===== src/rtl/mbr_pkg.sv =====
// Package: shared constants for the burst read adapter.
// Assumes nothing beyond the AXI4 encodings it names.
package mbr_pkg;
    localparam logic [1:0] BURST_INCR = 2'b01;
    localparam logic [1:0] RESP_OKAY  = 2'b00;
    localparam int unsigned PAGE_BYTES = 4096;
endpackage


===== src/rtl/mbr_cmd_queue.sv =====
// Command queue: holds read commands from push until all of their
// elements have been popped. A separate issue pointer hands commands to
// the burst generator in order; the retire pointer advances when the
// last element of the oldest command is popped.
// Assumes DEPTH is a power of two >= 2 and every command length >= 1.
module mbr_cmd_queue #(
    parameter int OFF_W = 20,
    parameter int LEN_W = 12,
    parameter int DEPTH = 4
) (
    input  logic             clk,
    input  logic             rst_n,
    input  logic             push_valid,
    input  logic [OFF_W-1:0] push_off,
    input  logic [LEN_W-1:0] push_len,
    output logic             push_ready,
    output logic             iss_valid,
    output logic [OFF_W-1:0] iss_off,
    output logic [LEN_W-1:0] iss_len,
    input  logic             iss_take,
    input  logic             pop_fire,
    output logic             q_empty
);
    localparam int IDX_W = $clog2(DEPTH);
    localparam int PTR_W = IDX_W + 1;

    logic [OFF_W-1:0] off_mem [DEPTH];
    logic [LEN_W-1:0] len_mem [DEPTH];
    logic [PTR_W-1:0] wr_ptr, iss_ptr, rt_ptr;
    logic [PTR_W-1:0] used;
    logic [LEN_W-1:0] popped;
    logic [LEN_W-1:0] head_len;
    logic             head_done;
    logic             push_fire;

    // Occupancy and handshake decode.
    always_comb begin
        used       = wr_ptr - rt_ptr;
        push_ready = (used != PTR_W'(DEPTH));
        q_empty    = (used == '0);
        push_fire  = push_valid && push_ready;
        iss_valid  = (iss_ptr != wr_ptr);
        iss_off    = off_mem[iss_ptr[IDX_W-1:0]];
        iss_len    = len_mem[iss_ptr[IDX_W-1:0]];
        head_len   = len_mem[rt_ptr[IDX_W-1:0]];
        head_done  = (popped + LEN_W'(1)) == head_len;
    end

    // Store accepted commands.
    always_ff @(posedge clk) begin
        if (push_fire) begin
            off_mem[wr_ptr[IDX_W-1:0]] <= push_off;
            len_mem[wr_ptr[IDX_W-1:0]] <= push_len;
        end
    end

    // Pointer and per-command pop counter maintenance.
    always_ff @(posedge clk) begin
        if (!rst_n) begin
            wr_ptr  <= '0;
            iss_ptr <= '0;
            rt_ptr  <= '0;
            popped  <= '0;
        end else begin
            if (push_fire) wr_ptr <= wr_ptr + PTR_W'(1);
            if (iss_take && iss_valid) iss_ptr <= iss_ptr + PTR_W'(1);
            if (pop_fire) begin
                if (head_done) begin
                    rt_ptr <= rt_ptr + PTR_W'(1);
                    popped <= '0;
                end else begin
                    popped <= popped + LEN_W'(1);
                end
            end
        end
    end

    // a slot is only freed by a pop.
    assert_retire_on_pop_R5: assert property (@(posedge clk) disable iff (!rst_n)
        !pop_fire |=> $stable(rt_ptr));
    // a full queue accepts nothing.
    assert_no_push_when_full_R4: assert property (@(posedge clk) disable iff (!rst_n)
        (!push_ready && !pop_fire) |=> $stable(wr_ptr) && !push_ready);
    // elements are only popped while a command is pending.
    assert_pop_has_cmd_R6: assert property (@(posedge clk) disable iff (!rst_n)
        pop_fire |-> !q_empty);
endmodule


===== src/rtl/mbr_data_fifo.sv =====
// Data FIFO: buffers returned read beats until the kernel pops them.
// Assumes DEPTH is a power of two >= 2; the producer never pushes when full.
module mbr_data_fifo #(
    parameter int W     = 32,
    parameter int DEPTH = 16
) (
    input  logic         clk,
    input  logic         rst_n,
    input  logic         push,
    input  logic [W-1:0] din,
    input  logic         pop,
    output logic [W-1:0] dout,
    output logic         empty
);
    localparam int IDX_W = $clog2(DEPTH);
    localparam int PTR_W = IDX_W + 1;

    logic [W-1:0]     mem [DEPTH];
    logic [PTR_W-1:0] wp, rp;
    logic             full;

    // Status decode.
    always_comb begin
        empty = (wp == rp);
        full  = (wp - rp) == PTR_W'(DEPTH);
        dout  = mem[rp[IDX_W-1:0]];
    end

    // Data storage write.
    always_ff @(posedge clk) begin
        if (push) mem[wp[IDX_W-1:0]] <= din;
    end

    // Pointer update.
    always_ff @(posedge clk) begin
        if (!rst_n) begin
            wp <= '0;
            rp <= '0;
        end else begin
            if (push) wp <= wp + PTR_W'(1);
            if (pop && !empty) rp <= rp + PTR_W'(1);
        end
    end

    // space reservation upstream means no push ever meets a full FIFO.
    assert_no_overflow_R8: assert property (@(posedge clk) disable iff (!rst_n)
        push |-> !full);
endmodule


===== src/rtl/mbr_burst_gen.sv =====
// Burst generator: takes one command at a time from the queue, turns it
// into incrementing AR bursts limited by MAX_BURST and by 4 KB pages,
// and holds back a burst while MAX_OUT bursts are in flight or while the
// data FIFO could not take all of its beats.
// Assumes base_addr is element-aligned, ADDR_W >= 12, MAX_BURST <= 256
// and MAX_BURST <= DATA_DEPTH.
module mbr_burst_gen
    import mbr_pkg::*;
#(
    parameter int ADDR_W     = 32,
    parameter int OFF_W      = 20,
    parameter int LEN_W      = 12,
    parameter int DATA_W     = 32,
    parameter int MAX_BURST  = 16,
    parameter int MAX_OUT    = 2,
    parameter int DATA_DEPTH = 16
) (
    input  logic              clk,
    input  logic              rst_n,
    input  logic [ADDR_W-1:0] base_addr,
    input  logic              iss_valid,
    input  logic [OFF_W-1:0]  iss_off,
    input  logic [LEN_W-1:0]  iss_len,
    output logic              iss_take,
    input  logic              pop_fire,
    input  logic              r_last_fire,
    output logic              arvalid,
    input  logic              arready,
    output logic [ADDR_W-1:0] araddr,
    output logic [7:0]        arlen,
    output logic [2:0]        arsize,
    output logic [1:0]        arburst
);
    localparam int EB    = DATA_W / 8;
    localparam int SZ    = $clog2(EB);
    localparam int BT_W  = $clog2(MAX_BURST + 1);
    localparam int OUT_W = $clog2(MAX_OUT + 1);
    localparam int CR_W  = $clog2(DATA_DEPTH + 1);

    logic              busy;
    logic [ADDR_W-1:0] cur_addr;
    logic [LEN_W-1:0]  rem;
    logic              arvalid_q;
    logic [ADDR_W-1:0] araddr_q;
    logic [BT_W-1:0]   ar_beats;
    logic [OUT_W-1:0]  out_cnt;
    logic [CR_W-1:0]   credit;
    logic [12:0]       to_page;
    logic [31:0]       beats_c;
    logic              can_issue;
    logic              ar_fire;

    // Size of the next burst and whether it may be issued.
    always_comb begin
        to_page = (13'h1000 - {1'b0, cur_addr[11:0]}) >> SZ;
        beats_c = 32'(rem);
        if (beats_c > 32'(MAX_BURST)) beats_c = 32'(MAX_BURST);
        if (beats_c > 32'(to_page))   beats_c = 32'(to_page);
        can_issue = busy && !arvalid_q && (rem != '0)
                 && (32'(out_cnt) < 32'(MAX_OUT))
                 && (32'(credit) + beats_c <= 32'(DATA_DEPTH));
        iss_take  = !busy && iss_valid;
        ar_fire   = arvalid_q && arready;
    end

    // Command walk: load a command, then step through its bursts.
    always_ff @(posedge clk) begin
        if (!rst_n) begin
            busy      <= 1'b0;
            cur_addr  <= '0;
            rem       <= '0;
            arvalid_q <= 1'b0;
            araddr_q  <= '0;
            ar_beats  <= '0;
        end else begin
            if (iss_take) begin
                busy     <= 1'b1;
                cur_addr <= base_addr + (ADDR_W'(iss_off) << SZ);
                rem      <= iss_len;
            end else if (can_issue) begin
                arvalid_q <= 1'b1;
                araddr_q  <= cur_addr;
                ar_beats  <= BT_W'(beats_c);
                cur_addr  <= cur_addr + (ADDR_W'(beats_c) << SZ);
                rem       <= rem - LEN_W'(beats_c);
            end else if (ar_fire) begin
                arvalid_q <= 1'b0;
                if (rem == '0) busy <= 1'b0;
            end
        end
    end

    // In-flight burst count and reserved FIFO space.
    always_ff @(posedge clk) begin
        if (!rst_n) begin
            out_cnt <= '0;
            credit  <= '0;
        end else begin
            case ({ar_fire, r_last_fire})
                2'b10:   out_cnt <= out_cnt + OUT_W'(1);
                2'b01:   out_cnt <= out_cnt - OUT_W'(1);
                default: out_cnt <= out_cnt;
            endcase
            credit <= credit + (ar_fire ? CR_W'(ar_beats) : CR_W'(0))
                             - (pop_fire ? CR_W'(1) : CR_W'(0));
        end
    end

    // AR channel outputs.
    always_comb begin
        arvalid = arvalid_q;
        araddr  = araddr_q;
        arlen   = 8'(ar_beats) - 8'd1;
        arsize  = 3'(SZ);
        arburst = BURST_INCR;
    end

    // a burst is accepted only below the in-flight limit.
    assert_out_limit_R7: assert property (@(posedge clk) disable iff (!rst_n)
        ar_fire |-> 32'(out_cnt) < 32'(MAX_OUT));
    // no burst runs past a 4 KB page.
    assert_no_page_cross_R3: assert property (@(posedge clk) disable iff (!rst_n)
        arvalid |-> (32'(araddr[11:0]) + ((32'(arlen) + 32'd1) << SZ)) <= 32'(PAGE_BYTES));
    // burst length bound and stability while waiting.
    assert_len_bound_R2: assert property (@(posedge clk) disable iff (!rst_n)
        arvalid |-> 32'(arlen) < 32'(MAX_BURST));
    assert_ar_hold_R2: assert property (@(posedge clk) disable iff (!rst_n)
        (arvalid && !arready) |=> arvalid && $stable(araddr) && $stable(arlen));
endmodule


===== src/rtl/mbr_read_adapter.sv =====
// Top: element-granular burst read adapter. Ties together the command
// queue, the burst generator and the data FIFO, keeps R ready high and
// raises sticky error flags.
// Assumes DATA_W is a power of two from 8 to 1024, CMD_DEPTH and
// DATA_DEPTH are powers of two, MAX_BURST <= min(256, DATA_DEPTH), and
// R beats come back in order with rlast on each burst's final beat.
module mbr_read_adapter
    import mbr_pkg::*;
#(
    parameter int ADDR_W          = 32,
    parameter int DATA_W          = 32,
    parameter int OFF_W           = 20,
    parameter int LEN_W           = 12,
    parameter int CMD_DEPTH       = 4,
    parameter int DATA_DEPTH      = 16,
    parameter int MAX_BURST       = 16,
    parameter int MAX_OUTSTANDING = 2
) (
    input  logic              clk,
    input  logic              rst_n,
    input  logic [ADDR_W-1:0] base_addr,
    input  logic              cmd_valid,
    input  logic [OFF_W-1:0]  cmd_off,
    input  logic [LEN_W-1:0]  cmd_len,
    output logic              cmd_ready,
    input  logic              el_ready,
    output logic              el_valid,
    output logic [DATA_W-1:0] el_data,
    output logic              pop_err,
    output logic              resp_err,
    output logic              arvalid,
    input  logic              arready,
    output logic [ADDR_W-1:0] araddr,
    output logic [7:0]        arlen,
    output logic [2:0]        arsize,
    output logic [1:0]        arburst,
    input  logic              rvalid,
    output logic              rready,
    input  logic [DATA_W-1:0] rdata,
    input  logic [1:0]        rresp,
    input  logic              rlast
);
    logic             iss_valid, iss_take, q_empty;
    logic [OFF_W-1:0] iss_off;
    logic [LEN_W-1:0] iss_len;
    logic             pop_fire, r_fire, r_last_fire, fifo_empty;

    // Handshake decode.
    always_comb begin
        rready      = 1'b1;
        r_fire      = rvalid;
        r_last_fire = rvalid && rlast;
        el_valid    = !fifo_empty;
        pop_fire    = el_ready && el_valid;
    end

    mbr_cmd_queue #(.OFF_W(OFF_W), .LEN_W(LEN_W), .DEPTH(CMD_DEPTH)) u_cmdq (
        .clk(clk), .rst_n(rst_n),
        .push_valid(cmd_valid), .push_off(cmd_off), .push_len(cmd_len),
        .push_ready(cmd_ready),
        .iss_valid(iss_valid), .iss_off(iss_off), .iss_len(iss_len),
        .iss_take(iss_take), .pop_fire(pop_fire), .q_empty(q_empty)
    );

    mbr_burst_gen #(
        .ADDR_W(ADDR_W), .OFF_W(OFF_W), .LEN_W(LEN_W), .DATA_W(DATA_W),
        .MAX_BURST(MAX_BURST), .MAX_OUT(MAX_OUTSTANDING), .DATA_DEPTH(DATA_DEPTH)
    ) u_bgen (
        .clk(clk), .rst_n(rst_n), .base_addr(base_addr),
        .iss_valid(iss_valid), .iss_off(iss_off), .iss_len(iss_len),
        .iss_take(iss_take), .pop_fire(pop_fire), .r_last_fire(r_last_fire),
        .arvalid(arvalid), .arready(arready), .araddr(araddr),
        .arlen(arlen), .arsize(arsize), .arburst(arburst)
    );

    mbr_data_fifo #(.W(DATA_W), .DEPTH(DATA_DEPTH)) u_dfifo (
        .clk(clk), .rst_n(rst_n),
        .push(r_fire), .din(rdata),
        .pop(pop_fire), .dout(el_data), .empty(fifo_empty)
    );

    // Sticky error flags.
    always_ff @(posedge clk) begin
        if (!rst_n) begin
            pop_err  <= 1'b0;
            resp_err <= 1'b0;
        end else begin
            if (el_ready && q_empty) pop_err <= 1'b1;
            if (rvalid && (rresp != RESP_OKAY)) resp_err <= 1'b1;
        end
    end

    // the response error flag never clears outside reset.
    assert_resp_err_sticky_R10: assert property (@(posedge clk) disable iff (!rst_n)
        resp_err |=> resp_err);
    // a pop with nothing pending is flagged on the next cycle.
    assert_pop_err_set_R9: assert property (@(posedge clk) disable iff (!rst_n)
        (el_ready && q_empty) |=> pop_err);
    // available data always belongs to a pending command.
    assert_valid_has_cmd_R6: assert property (@(posedge clk) disable iff (!rst_n)
        el_valid |-> !q_empty);
    // fixed burst attributes on every request.
    assert_attr_R1: assert property (@(posedge clk) disable iff (!rst_n)
        arvalid |-> (arburst == BURST_INCR) && (arsize == 3'($clog2(DATA_W / 8))));
endmodule


===== config.mk =====
export PLATFORM = sky130hd
export DESIGN_NAME = mbr_read_adapter
export DESIGN_NICKNAME = d
export VERILOG_FILES = /design/src/rtl/mbr_pkg.sv /design/src/rtl/mbr_cmd_queue.sv /design/src/rtl/mbr_data_fifo.sv /design/src/rtl/mbr_burst_gen.sv /design/src/rtl/mbr_read_adapter.sv
export SDC_FILE = /design/constraint.sdc
export NUM_CORES = 1
export LEC_CHECK = 0
export ABC_AREA = 0
export BUFFER_PORTS_ARGS = -buffer_cell sky130_fd_sc_hd__clkbuf_2
export CAP_MARGIN = 20
export CORE_MARGIN = 3
export CORE_UTILIZATION = 45
export CTS_BUF_LIST = sky130_fd_sc_hd__clkbuf_2 sky130_fd_sc_hd__clkbuf_4 sky130_fd_sc_hd__clkbuf_8
export CTS_CLUSTER_DIAMETER = 120
export DETAILED_ROUTE_END_ITERATION = 12
export HOLD_SLACK_MARGIN = 0.06
export PLACE_DENSITY = 0.6
export SLEW_MARGIN = 20
export SYNTH_ARGS = -nofsm -noshare
export SYNTH_HDL_FRONTEND = slang
export SYNTH_SLANG_ARGS = --single-unit

===== constraint.sdc =====
create_clock -name clk -period 16.95 [get_ports clk]
set_input_delay 0.8475 -clock clk [delete_from_list [all_inputs] [get_ports clk]]
set_output_delay 0.8475 -clock clk [all_outputs]
set_load 0.05 [all_outputs]

-- Word level (Yosys, flattened, before mapping)
Memory sizes are Yosys's and may differ from the RTL's. A register that Yosys moved wholly into a read port is not among the register bits.
Index checks and enable logic that the tools add are counted.
W data, S select, Z words.
- $add $sub $neg: 17
- muxes and demuxes: 28
- multipliers: 0
- eq/ne operators: 7
- shift operators: 0
- div/mod/pow operators: 0
- reduce and logical (&&, ||, !) cells: 29
- bitwise gates (word level): 1
- order comparisons: 4
- operator list (operator ; count):
    $mux W32 ; 3
    $mux W12 ; 4
    $add A32 B22 Y32 ; 1
    $add A32 B32 Y32 ; 1
    $add A5 B32 Y32 ; 1
    $gt A32 B11 Y1 ; 1
    $le A32 B5 Y1 const B ; 1
    $logic_and A1 B1 Y1 ; 13
    $sub A13 B12 Y13 const A ; 1
    $add A12 B1 Y12 const B ; 1
    $eq A12 B12 Y1 ; 1
    $gt A12 B5 Y1 const B ; 1
    $logic_not A12 Y1 ; 1
    $mux W2 ; 6
    $reduce_bool A12 Y1 ; 1
    $reduce_bool A2 Y1 ; 6
    $sub A12 B12 Y12 ; 1
    $mux W1 ; 11
    $add A5 B1 Y5 const B ; 2
    $add A3 B1 Y3 const B ; 3
    $mux W4 ; 2
    $reduce_and A2 Y1 ; 3
    $sub A5 B1 Y6 const B ; 1
    $add A5 B5 Y5 ; 1
    17 further kinds ; 19
- input bits: 105
- latch bits: 0
- output and inout bits: 83
- register bits: 123
- logic and storage cells: 105
- ROM bits: 0
- RAM bits: 640
- memories kept: 3
- memories (name ; depth ; width ; rd ports ; clocked after Yosys merged registers in ; wr ports ; line ; text):
    u_dfifo.mem ; 16 ; 32 ; 1 ; 1 ; 1 ; mbr_data_fifo.sv:18 ; logic [W-1:0] mem [DEPTH];
    u_cmdq.off_mem ; 4 ; 20 ; 1 ; 1 ; 1 ; mbr_cmd_queue.sv:27 ; logic [OFF_W-1:0] off_mem [DEPTH];
    u_cmdq.len_mem ; 4 ; 12 ; 2 ; 2 ; 1 ; mbr_cmd_queue.sv:28 ; logic [LEN_W-1:0] len_mem [DEPTH];

-- Logic depth before layout (Yosys ltp)
- word-level depth: 9
- mapped depth: 25
- gate-level depth less buffers: 22

-- Modules after synthesis
A second synthesis with hierarchy kept.
- cell total of the unflattened synthesis: 2172
- area total of the unflattened synthesis: 33601.0 µm²
- by module, submodules not included (module ; cells an instance ; instances ; area each (µm²) ; seq. area each (µm²)):
    mbr_data_fifo ; 884 ; 1 ; 19956.6 ; 15655.0
    mbr_burst_gen ; 932 ; 1 ; 7078.0 ; 1801.7
    mbr_cmd_queue ; 344 ; 1 ; 6468.7 ; 4344.2
    mbr_read_adapter ; 12 ; 1 ; 97.6 ; 40.0

-- Worst setup path before layout
OpenSTA, ideal clock, no wires.
- path type: register to register
- start point: reg u_bgen.cur_addr[2]
- end point: reg u_bgen.cur_addr[16]
- arrival time: 5.882 ns
- clock period less this slack: 6.003 ns
- data required time: 16.828 ns
- cell stages (with the launch flop): 24
- setup slack: 10.947 ns
- path through: dfxtp_1 > or4_1 > clkbuf_1 > nor4_1 > nor2b_1 > nand2b_1 > nor3_1 > xor2_1 > ha_1 > nand3_1 > nor2_1 > a32oi_1 > nand2_1 > mux2_2 > ha_1 > fa_1 > a211oi_1 > o21bai_1 > a211o_1 > a2111oi_0 > or2_2 > buf_2 > nor4_1 > o311a_1
- word-level cells in the longest chain between the ends: 7
- ends and longest elaborated chain (element ; line ; text):
    start: declaration ; mbr_burst_gen.sv:41 ; logic [ADDR_W-1:0] cur_addr;
    start signal: assignment ; mbr_burst_gen.sv:78 ; cur_addr <= base_addr + (ADDR_W'(iss_off) << SZ);
    start signal: assignment ; mbr_burst_gen.sv:84 ; cur_addr <= cur_addr + (ADDR_W'(beats_c) << SZ);
    $sub A13 B12 Y13 (*) ; mbr_burst_gen.sv:55 ; to_page = (13'h1000 - {1'b0, cur_addr[11:0]}) >> SZ;
    $gt A32 B11 Y1 ; mbr_burst_gen.sv:58 ; if (beats_c > 32'(to_page)) beats_c = 32'(to_page);
    $mux W32 (*) ; mbr_burst_gen.sv:58 ;
    named net u_bgen.beats_c[0] ; mbr_burst_gen.sv:49 ; logic [31:0] beats_c;
    $add A5 B32 Y32 ; mbr_burst_gen.sv:61 ; && (32'(credit) + beats_c <= 32'(DATA_DEPTH));
    $le A32 B5 Y1 ; mbr_burst_gen.sv:61 ;
    $logic_and A1 B1 Y1 ; mbr_burst_gen.sv:61 ;
    $reduce_bool A2 Y1 (no source line) ; n/a ;
The timed path passes the listed nets; every way through them passes the cells marked *. The select of a mux whose other input is x is not followed.
A chain may end at the register's enable or synchronous reset.

-- Final worst setup path
- start point: reg u_bgen.cur_addr[2]
- end point: reg u_bgen.rem[11]
- word-level cells in the longest chain between the ends: 7
- ends and longest elaborated chain (element ; line ; text):
    $sub A13 B12 Y13 (*) ; mbr_burst_gen.sv:55 ;
    $gt A32 B11 Y1 ; mbr_burst_gen.sv:58 ;
    $mux W32 (*) ; mbr_burst_gen.sv:58 ;
    named net u_bgen.beats_c[1] ; mbr_burst_gen.sv:49 ;
    $add A5 B32 Y32 ; mbr_burst_gen.sv:61 ;
    $le A32 B5 Y1 ; mbr_burst_gen.sv:61 ;
    $logic_and A1 B1 Y1 ; mbr_burst_gen.sv:61 ;
    $reduce_bool A2 Y1 (no source line) ; n/a ;
    end signal: assignment ; mbr_burst_gen.sv:79 ; rem <= iss_len;
    end signal: assignment ; mbr_burst_gen.sv:85 ; rem <= rem - LEN_W'(beats_c);
    end: declaration ; mbr_burst_gen.sv:42 ; logic [LEN_W-1:0] rem;
Marks and branches as above.

==> flow_summary.json <==
{
  "run_status": "finished clean",
  "dpl.hpwl_um": 48500,
  "nets": 2558,
  "yosysSeqAreaShare_pct": 65.2,
  "cts-root-buf": "clkbuf_8",
  "setup_violations": 0,
  "cts.sinks": 771,
  "grt_overflow_total": 0,
  "vdd_drop_max_mv": 0.148,
  "worstSkewPairLatency_ns": 0.79,
  "rsz0062_at_grt": "no",
  "fin_tns_setup_ns": 0,
  "critPathCaptureType": "register",
  "fin_crit_sh_pct": 42.9,
  "crit_arrival_ns": 7.93,
  "final_util_pct": 52.2,
  "route.antenna.remaining_nets": 0,
  "stdcell_count": 3432,
  "wl_per_cell_um": 23.4,
  "p_per_area_nw_per_um2": 154,
  "yosysMostFrequentCell": "edfxtp_1",
  "drive_gt1_share_pct": 27.4,
  "cts_hold_buffers": 0,
  "dieArea_sq_um": 77800,
  "die_h_um": 279,
  "async_flop_share_pct": 0,
  "yosys_warnings": 0,
  "finalHoldViolations": 0,
  "hold_slack_ns": 0.295,
  "slew_violations": 0,
  "yosys.area.top_type": "edfxtp_1",
  "grt_max_degree": 57,
  "ys_types": 73,
  "cts_tree": "done",
  "first_pass_iters": 5,
  "drt-vias-per-instance": 5.68,
  "antenna_found_initial": 9,
  "initial_utilization_pct": 45.7,
  "syn_area_sq_um": 33500,
  "row_count": 99,
  "cp-start-kind": "register",
  "place_inst": 3191,
  "grt_pass1_wl_um": 122000,
  "cap_violations": 0,
  "post-place-ws_ns": 9.73,
  "multiInputGateArea_sq_um": 11100,
  "fillCellCount": 6022,
  "cts_buffer_depth": 3,
  "grt_use_total_pct": 20.8,
  "netlist.area_leader.share_pct": 57.3,
  "cts-htree-levels": 4,
  "drc_errors": 0,
  "post_cts_resize_count": 0,
  "met2_length_um": 41300,
  "fmax_mhz": 138,
  "synth.area.top_cells": "edfxtp_1 (57%), mux4_2 (13%), dfxtp_1 (7.8%), ha_1 (3.1%), nand2_1 (1.9%)",
  "synth_seq_cells": 771,
  "hold_path_class": "in2reg",
  "grt_pass1_vias": 20023,
  "routabilityCongestion": 0.866,
  "syn_avg_cell_area_sq_um": 15.9,
  "wl_um": 80200,
  "seqCellArea_sq_um": 21900,
  "area_growth_pct": 14.2,
  "worstSetupPathType": "reg2reg",
  "relSlewSlack_pct": 35.3,
  "cts.clk_slew.worst_paths_ns": 0.06,
  "tightest_slew_ns": 0.946,
  "synth-edff-count": 640,
  "critPathRequiredTime_ns": 17.62,
  "drt_first_iter_violations": 1407,
  "crit_path_max_fanout": 43,
  "fin_skew_ns": 0.0396,
  "setup_slack_ns": 9.69,
  "io_pins": 188,
  "syn_inst": 2113,
  "die_w_um": 279,
  "core_sq_um": 73300,
  "leakagePower_nw": 13.1,
  "layout_min_cycle_time_ns": 7.26,
  "top_layer_used": "met5",
  "wl_met1_um": 32600,
  "cts_buffers": 131,
  "cts_setup_buffers": 0,
  "vias": 19478,
  "place.port_buffers": 181,
  "synthTopCellsByCount": "edfxtp_1 (640), mux4_2 (194), nand2_1 (173), dfxtp_1 (131), a21oi_1 (88)",
  "routed-wl-met3_um": 4390,
  "synth-main-ff-cell": "edfxtp_1"
}
metal layers:
metal	GRT usage, %	up-vias
met2	36.2	541
met1	26.3	9920
li1	-	8870
met3	4.46	137
met4	6.20	10
met5	0	-
where the power goes:
part           total, mW  switching [mW]  internal, mW
logic               1.93            1.20         0.727
registers           2.29           0.120          2.17
clock network       1.69           0.756         0.934
critical path, stage by stage, from the launching register on:
cell,delay (ns)
dfxtp_1,0.37
or4_1,0.63
nor4_1,0.38
nor2b_1,0.26
nand2b_1,0.13
nor3_1,0.29
xor2_1,0.17
ha_1,0.32
nand3_1,0.13
nor2_1,0.06
a32oi_1,0.26
nand2_1,0.38
mux2i_1,0.65
inv_1,0.24
fa_1,0.55
nor2b_1,0.18
nand3_1,0.09
mux2i_1,0.26
o31a_1,0.28
nand2_2,0.35
buf_4,0.42
or4_1,0.51
a311oi_1,0.25
stage by stage:
stage	total power, mW	instance area [sq um]
after floorplan	3.77	33600
after global placement	4.23	35500
after detailed placement	4.26	35600
after CTS	5.97	38300
after global routing	6.24	38300
final	5.91	38300
logic make-up after synthesis:
group	after synthesis	share of synthesized area, %
XOR/XNOR	78	2.20
adder cells (fa/ha/maj)	88	3.40
AO/OA/AOI/OAI	305	5.83
flip-flops	771	65.2
multiplexers	216	14.2
other	2	0.0224
AND/OR/NAND/NOR	487	7.22
buffers and inverters	166	1.99
flip-flops by register name, summed over array words and instances, names as in the netlist, 5 cells and up, named ones only:
name and cells:
u_dfifo.rp 5, u_dfifo.wp 5, u_bgen.ar_beats 5, u_dfifo.mem 512, u_bgen.credit 5, u_cmdq.len_mem 48, u_bgen.araddr 32, u_bgen.cur_addr 32
u_cmdq.popped 12, u_bgen.rem 12, u_cmdq.off_mem 80
placed cells by master, fill, tap and decap left out, types with 13 or more instances in the layout:
master | synthesis | final
nand2_1 | 173 | 172
inv_1 | 56 | 56
xor2_1 | 29 | 29
o31ai_1 | 14 | 14
a21oi_1 | 88 | 88
nor2_1 | 81 | 80
and2_1 | 33 | 17
or3_1 | 17 | 17
conb_1 | 2 | 13
o21ai_0 | 60 | 60
clkbuf_2 | 0 | 181
clkbuf_4 | 0 | 61
dfxtp_1 | 131 | 126
nor4_1 | 13 | 13
and3_1 | 21 | 21
clkbuf_8 | 0 | 141
nand3_1 | 38 | 38
ha_1 | 83 | 83
xnor2_1 | 45 | 45
mux4_2 | 194 | 194
nand4_1 | 13 | 13
o211ai_1 | 13 | 13
edfxtp_1 | 640 | 640
a21o_1 | 22 | 22
and2_2 | 0 | 16
buf_4 | 8 | 35
a31oi_1 | 26 | 25
nor3_1 | 28 | 28
path summary, 6_finish.rpt:
path	start	endpoint	slack, ns	cells after the start
worst max register to register	u_bgen.cur_addr[2]	u_bgen.rem[11]	9.69	22
worst max-delay path	u_bgen.cur_addr[2]	u_bgen.rem[11]	9.69	22
worst min-delay path	cmd_len[4]	u_cmdq.len_mem[3][4]	0.30	1
worst min register to register	u_bgen.araddr[5]	u_bgen.araddr[5]	0.46	2
area by class of cell:
cell class	instances	area share, %
Sequential cell	771	57.1
Multi-Input combinational cell	1187	29.0
Clock buffer	202	6.27
Tap cell	959	3.13
Timing Repair Buffer	217	3.12
Clock inverter	32	0.811
Inverter	57	0.562
Antenna cell	7	0.0458
(Power assumes the default switching activity.)
